[src/rtl/rtcwin_pkg.sv]
package rtcwin_pkg;
  localparam int BYTE_W   = 8;
  localparam int NUM_REGS = 8;
  localparam int OFF_W    = $clog2(NUM_REGS);
  localparam int HALT_BIT = 6;
  localparam int LIVE_W   = BYTE_W * (NUM_REGS - 1);

  // strobes from control to datapath
  typedef struct packed {
    logic ramWr;
    logic ctrlWr;
    logic timeWr;
    logic refresh;
    logic winSel;
    logic drive;
  } winStb_t;
endpackage

[src/rtl/rtcwin_ctrl.sv]
module rtcwin_ctrl
  import rtcwin_pkg::*;
#(
  parameter int ADDR_W = 8
) (
  input  logic              clk,
  input  logic              rstN,
  input  logic [ADDR_W-1:0] addr,
  input  logic              ceN,
  input  logic              oeN,
  input  logic              weN,
  input  logic              pwrFail,
  input  logic              secTick,
  input  logic              newHaltBit,
  input  logic              haltQ,
  output winStb_t           stb,
  output logic [OFF_W-1:0]  regOff
);
  logic weDly;
  logic chipOn;
  logic wrEdge;
  logic haltNext;

  always_ff @(posedge clk) begin
    if (!rstN) weDly <= 1'b1;
    else       weDly <= weN;
  end

  always_comb begin
    chipOn     = !ceN && !pwrFail;
    wrEdge     = chipOn && weN && !weDly;
    regOff     = addr[OFF_W-1:0];
    stb.winSel = &addr[ADDR_W-1:OFF_W];
    stb.ramWr  = wrEdge && !stb.winSel;
    stb.ctrlWr = wrEdge && stb.winSel && (regOff == '0);
    stb.timeWr = wrEdge && stb.winSel && (regOff != '0);
    // a halt write on a tick edge decides that tick
    haltNext    = stb.ctrlWr ? newHaltBit : haltQ;
    stb.refresh = secTick && !haltNext;
    stb.drive   = chipOn && !oeN && weN;
  end
endmodule

[src/rtl/rtcwin_dp.sv]
module rtcwin_dp
  import rtcwin_pkg::*;
#(
  parameter int ADDR_W = 8
) (
  input  logic              clk,
  input  logic              rstN,
  input  logic [ADDR_W-1:0] addr,
  input  logic [BYTE_W-1:0] wrData,
  input  logic [LIVE_W-1:0] liveTime,
  input  winStb_t           stb,
  input  logic [OFF_W-1:0]  regOff,
  output logic              haltQ,
  output logic [BYTE_W-1:0] rdData
);
  localparam int RAM_DEPTH = (1 << ADDR_W) - NUM_REGS;

  logic [BYTE_W-1:0] ramArr [RAM_DEPTH];
  logic [BYTE_W-1:0] regArr [NUM_REGS];

  always_ff @(posedge clk) begin
    if (stb.ramWr) ramArr[addr] <= wrData;
  end

  // slot 0 is the control register
  always_ff @(posedge clk) begin
    if (!rstN)          regArr[0] <= '0;
    else if (stb.ctrlWr) regArr[0] <= wrData;
  end

  for (genvar f = 1; f < NUM_REGS; f++) begin : g_field
    always_ff @(posedge clk) begin
      if (!rstN)
        regArr[f] <= '0;
      else if (stb.refresh)
        regArr[f] <= liveTime[BYTE_W*(f-1) +: BYTE_W];
      else if (stb.timeWr && (regOff == OFF_W'(f)))
        regArr[f] <= wrData;
    end
  end

  assign haltQ = regArr[0][HALT_BIT];

  always_comb begin
    if (!stb.drive)      rdData = '0;
    else if (stb.winSel) rdData = regArr[regOff];
    else                 rdData = ramArr[addr];
  end
endmodule

[src/rtl/rtcwin.sv]
module rtcwin
  import rtcwin_pkg::*;
#(
  parameter int ADDR_W = 8
) (
  input  logic              clk,
  input  logic              rstN,
  input  logic [ADDR_W-1:0] addr,
  input  logic [7:0]        wrData,
  input  logic              ceN,
  input  logic              oeN,
  input  logic              weN,
  input  logic              pwrFail,
  input  logic              secTick,
  input  logic [55:0]       liveTime,
  output logic [7:0]        rdData,
  output logic              rdDrive,
  output logic              pfailN
);
  winStb_t          stb;
  logic [OFF_W-1:0] regOff;
  logic             haltBit;

  rtcwin_ctrl #(.ADDR_W(ADDR_W)) u_ctrl (
    .clk(clk), .rstN(rstN), .addr(addr), .ceN(ceN), .oeN(oeN), .weN(weN),
    .pwrFail(pwrFail), .secTick(secTick), .newHaltBit(wrData[HALT_BIT]),
    .haltQ(haltBit), .stb(stb), .regOff(regOff)
  );

  rtcwin_dp #(.ADDR_W(ADDR_W)) u_dp (
    .clk(clk), .rstN(rstN), .addr(addr), .wrData(wrData), .liveTime(liveTime),
    .stb(stb), .regOff(regOff), .haltQ(haltBit), .rdData(rdData)
  );

  assign rdDrive = stb.drive;
  assign pfailN  = !pwrFail;
endmodule

[config.mk]
export PLATFORM = sky130hd
export DESIGN_NAME = rtcwin
export DESIGN_NICKNAME = d
export VERILOG_FILES = /design/src/rtl/rtcwin_pkg.sv /design/src/rtl/rtcwin_ctrl.sv /design/src/rtl/rtcwin_dp.sv /design/src/rtl/rtcwin.sv
export SDC_FILE = /design/constraint.sdc
export NUM_CORES = 2
export LEC_CHECK = 0
export CAP_MARGIN = 25
export CORE_UTILIZATION = 55
export CTS_BUF_LIST = sky130_fd_sc_hd__clkbuf_4
export DETAILED_ROUTE_END_ITERATION = 16
export GPL_ROUTABILITY_DRIVEN = 0
export PLACE_DENSITY_LB_ADDON = 0.1
export SYNTH_ARGS = -nofsm -noshare
export SYNTH_HDL_FRONTEND = slang
export SYNTH_HIERARCHICAL = 1
export SYNTH_SLANG_ARGS = --single-unit
[constraint.sdc]
create_clock -name clk -period 5 [get_ports clk]
set_clock_uncertainty 0.15 [all_clocks]
set_input_delay 1.25 -clock clk [delete_from_list [all_inputs] [get_ports clk]]
set_output_delay 1.25 -clock clk [all_outputs]
set_load 0.05 [all_outputs]
== Word-level counts from Yosys, hierarchy flattened ==
Memories as Yosys holds them, arrays and structs flattened.
Cells that the tools add are included.
Operators by class
  add/subtract/negate cells: 0
  multiply operators: 0
  divide/modulo/power cells: 0
  $lt $le $gt $ge: 0
  equality and inequality tests: 7
  shifts and indexed selects: 0
  multiplexer cells: 55
  bitwise gates (word level): 15
  reductions and logical operators: 26
Operators by type and width (count)
  2-to-1 mux 8 bit: 17
  2-to-1 mux 1 bit: 38
  logical AND 1 bit: 17
  OR 1 bit: 15
  equality test 3 bit, second input constant: 4
  equality test 3 x 2 -> 1 bit, second input constant: 2
  logical NOT 1 bit: 6
  AND reduction 5 bit: 1
  equality test 3 x 1 -> 1 bit, second input constant: 1
  logical NOT 3 bit: 1
  nonzero test 3 bit: 1
Storage, ports and cells
  register bits: 1
  bits in latches: 0
  RAM bits: 2048
  ROM bits: 0
  input port bits: 79
  output and inout port bits: 10
  word-level logic and storage cells: 106
  memories: 2
Memory list
  u_dp.ramArr: depth 248, bits a word 8, rd ports 1, clocked after Yosys merged registers in 0, wr ports 1, line rtcwin_dp.sv:18  | logic [BYTE_W-1:0] ramArr [RAM_DEPTH];
  u_dp.regArr: depth 8, bits a word 8, rd ports 2, clocked after Yosys merged registers in 0, wr ports 8, line rtcwin_dp.sv:19  | logic [BYTE_W-1:0] regArr [NUM_REGS];

== Depth between registers and ports, before layout ==
  depth in word-level cells: 14
  gate-level depth with buffers: 13
  depth with buffers taken out: 9

== Hierarchy ==
The synthesis kept the hierarchy.
By module, submodules not included
  rtcwin_dp: instances 1, cells an instance 3846, area each 80312.0 µm²
  rtcwin_ctrl: instances 1, cells an instance 19, area each 152.6 µm²
  rtcwin: instances 1, cells an instance 1, area each 3.8 µm²

== Worst setup path before layout ==
Ideal clock, no wire load.
  kind: input to output
  from: in pwrFail
  to: out rdData[5]
  data arrival time: 4.172 ns
  data required time: 3.600 ns
  path slack: -0.572 ns
  stages: 4
  path through: nor4b_1 > buf_1 > nand2_1 > a31oi_1
On the way
  word-level cells in the longest chain between the ends: 5
RTL lines
  from (decl): line rtcwin.sv:13  | input logic pwrFail,
  logical NOT 1 bit: line rtcwin_ctrl.sv:30  | chipOn = !ceN && !pwrFail;
  logical AND 1 bit: line rtcwin_ctrl.sv:30
  logical AND 1 bit (2 in series): line rtcwin_ctrl.sv:40  | stb.drive = chipOn && !oeN && weN;
  2-to-1 mux 8 bit: line rtcwin_dp.sv:45  | if (!stb.drive) rdData = '0;
  to (decl): line rtcwin.sv:16  | output logic [7:0] rdData,
No other way between the ends.

== Worst setup path in the final report ==
  from: in addr[1]
  to: out rdData[5]
On the way
  word-level cells in the longest chain between the ends: 3
  elaborated cells on any way between the ends: 4
RTL lines
  from (decl): line rtcwin.sv:8  | input logic [ADDR_W-1:0] addr,
  memory (248 x 8 bit) / memory (8 x 8 bit) (equally long branches)
  2-to-1 mux 8 bit *: line rtcwin_dp.sv:46  | else if (stb.winSel) rdData = regArr[regOff];
  2-to-1 mux 8 bit *: line rtcwin_dp.sv:45
Every way passes the cells marked *; elsewhere a longest branch is shown, timed or not.

==> reports/results.txt <==
outcome -> finished with violations
failing checks -> setup timing
CTS tree -> yes
WHS -> 0.271 ns
DRT iter0 DRCs -> 4774
Critical Path RT -> 3.60 ns
fin worst setup slack -> -0.309 ns
Arr. time, crit path -> 3.91 ns
ys flop type -> edfxtp_1
CP Launch Type -> input port
Final nets -> 5140
LEAKAGE -> 32.8 nW
area share of the largest cell type after synthesis -> 76.4%
TritonCTS Buffers -> 540
Int Pwr -> 27.1 mW
CTS root buffer -> clkbuf_4
synthesized instance count -> 3866
most frequent cells after synthesis -> edfxtp_1, mux4_2, nor2_1, o22ai_1, buf_2
drt wl/cell -> 29.4 um
most common cell in the netlist -> edfxtp_1
port bufs -> 88
post-synthesis cell area -> 80500 um^2
part of the power in the clock network -> 39.3%
Vert. Die Dim -> 385 um
Initial Utilization -> 55.7%
Mapped Nets -> 3945
#FFs+latches synth -> 2049
Slew @ Worst Pin -> 1.12 ns
antenna violations before repair -> 3
switching pwr -> 7.68 mW
Reg clk slew, reported paths -> 0.06 ns
# IOs -> 89
fillcell total -> 9553
layout cell share with drive strength beyond 1 -> 43.8%
maximum VDD drop -> 0.250 mV
Max Slew Vio Count -> 0
Fin. Hold Viols -> 0
WHS Path Cells -> 1
final setup fails -> 8
Reg area -> 61500 um^2
GRT Total Usage -> 29.2%
number of synthesized flops with an enable pin -> 2048
ys async rst share -> 0%
vias in the first global route -> 45700
area of the multi-input gates -> 18600 um^2
drt first pass iters -> 6
post-synth top area cell -> edfxtp_1
die area -> 148000 um^2
Finished Core Util -> 67.4%
Avg Vias per Cell -> 6.18
CTS sink cnt -> 2049
WL final -> 214 mm
headroom to the max-slew limit -> 25.3%
Non-Filler Instances -> 7282
DR vias -> 45000
sw frac -> 22.1%
min Tclk post-route -> 5.31 ns
Reg2Reg Depth -> 9
Critical Path Fanout Max -> 9
max frequency -> 188 MHz
largest cells by area after synthesis -> edfxtp_1, mux4_2, nor2_1
Max Cap Viol -> 0
critical path class -> in -> out
flop-to-flop setup slack -> 1.95 ns
Yosys warning count -> 6
row count -> 139
DP Worst Slack -> -0.994 ns
Worst setup EP type -> primary output
RSZ-0062 raised after global routing -> true
pwr dens -> 358 nW/um^2
Distinct cells, synth -> 63
Final HPWL DP -> 136 mm
Hold Crit Class -> in -> reg
Die X -> 385 um
core area -> 144000 um^2
final setup TNS -> -1.95 ns
ANT nets after route -> 0
worst-case clock buffer depth -> 4
Logic pwr share -> 6.3%
largest net degree at the start of global routing -> 149
CTS Hold Bufs -> 0
dpl cells -> 6372
H-tree Lvls -> 6
worst skew pair latency -> 1.28 ns
sequential fraction of the synthesis area -> 76.5%
first-pass GRT wire length -> 307 mm
syn_area_per_cell -> 20.8 um^2
Area growth, synth to finish -> 20.9%
final worst path period share -> 106%
# DRC -> 0
sequential share of power -> 54.4%
total gr overflow -> 0
## power by group through the flow
stage	logic, mW	clock network [mW]	registers (mW)
final	2.21	13.7	18.9
after global routing	2.30	14.8	18.9
after CTS	2.17	14.0	18.9
after detailed placement	2.00	0	19.3
after global placement	1.98	0	19.3
after floorplan	0.928	0	19.3
## per-stage QoR
| step | power (mW) | cell area [um^2] |
|---|---|---|
| 2_1_floorplan | 20.2 | 80500 |
| 3_5_place_dp | 21.3 | 89100 |
| 5_1_grt | 36.0 | 97300 |
| 4_1_cts | 35.1 | 96900 |
| 3_3_place_gp | 21.3 | 89100 |
| 6_report | 34.8 | 97300 |
## layout make-up
class / instances / area share (%)
clock inverters: 90 / 0.516
flip-flops and latches: 2049 / 63.2
diodes: 8 / 0.0206
clock buffers: 762 / 5.88
repair buffers: 902 / 8.76
multi-input cells: 1559 / 19.1
inverters: 9 / 0.0373
well taps: 1903 / 2.45
## what timing repair did
| item | CTS | global route |
|---|---|---|
| gates resized for setup | 232 | 53 |
| setup buffers | 36 | 10 |
| setup endpoints to repair | 8 | 8 |
| hold endpoints to repair | 0 | 0 |
| pin swaps | 50 | 31 |
| gates cloned | 7 | 2 |
## cells in the final DEF, fill, tap and decap left out, types with 7 or more instances in the layout
master	Yosys	routed
a22o_1	59	59
diode_2	0	8
or3_4	0	8
clkinv_1	0	59
mux4_2	470	471
nor3_1	14	13
o21ai_0	36	24
buf_8	1	15
a22oi_1	45	31
mux2i_1	81	78
o22ai_1	112	88
mux2_2	82	81
o22ai_4	0	8
clkdlybuf4s50_1	0	63
nand4_1	7	7
buf_16	0	15
nand2b_1	15	12
inv_1	8	7
buf_12	4	74
a21oi_1	16	9
nor2_2	1	12
buf_4	27	691
a22oi_2	0	14
edfxtp_1	2048	2048
nand3_1	39	34
o22ai_2	0	16
nor2_1	299	286
nor2b_1	29	25
inv_2	1	21
a31oi_1	16	9
clkbuf_4	0	762
and3_1	18	17
buf_6	20	35
a211oi_1	33	28
nand2_1	80	73
o21ai_1	1	8
## logic make-up after synthesis
kind of cell           count (synthesis)  share of synthesized area [%]
flip-flops                          2049                           76.5
AND/OR/NAND/NOR                      559                           3.18
AO/OA/AOI/OAI                        365                           3.23
multiplexers                         635                           15.4
buffers and inverters                258                           1.76
## worst max-delay path: stages
cell and delay (ns):
buf_16 0.16, buf_12 0.19, buf_4 0.15, mux4_2 0.32, o22ai_1 0.13, o41ai_4 0.40
buf_4 0.21, o221ai_4 0.12, or3_4 0.42, a31oi_4 0.24, buf_6 0.14, buf_12 0.12
## layer usage
layer | track usage, % | vias up | wire length [um]
li1 | - | 18900 | -
met1 | 40.5 | 23200 | 85100
met2 | 45.3 | 2442 | 102000
met3 | 6.99 | 449 | 20200
met4 | 10.9 | 0 | 6630
met5 | 0 | - | 0
## flip-flops by register name, indices dropped and copies added, names as in the netlist
name          flops
u_dp/ramArr    1984
u_dp/regArr      64
u_ctrl/weDly      1
## worst paths after layout
path	start	endpoint
max	addr[1]	rdData[5]
min	wrData[6]	u_dp/ramArr[167][6]
max reg2reg	u_ctrl/weDly	u_dp/ramArr[218][1]
min reg2reg	u_dp/regArr[0][6]	u_dp/regArr[3][3]
Power figures use the tool's default switching activity.
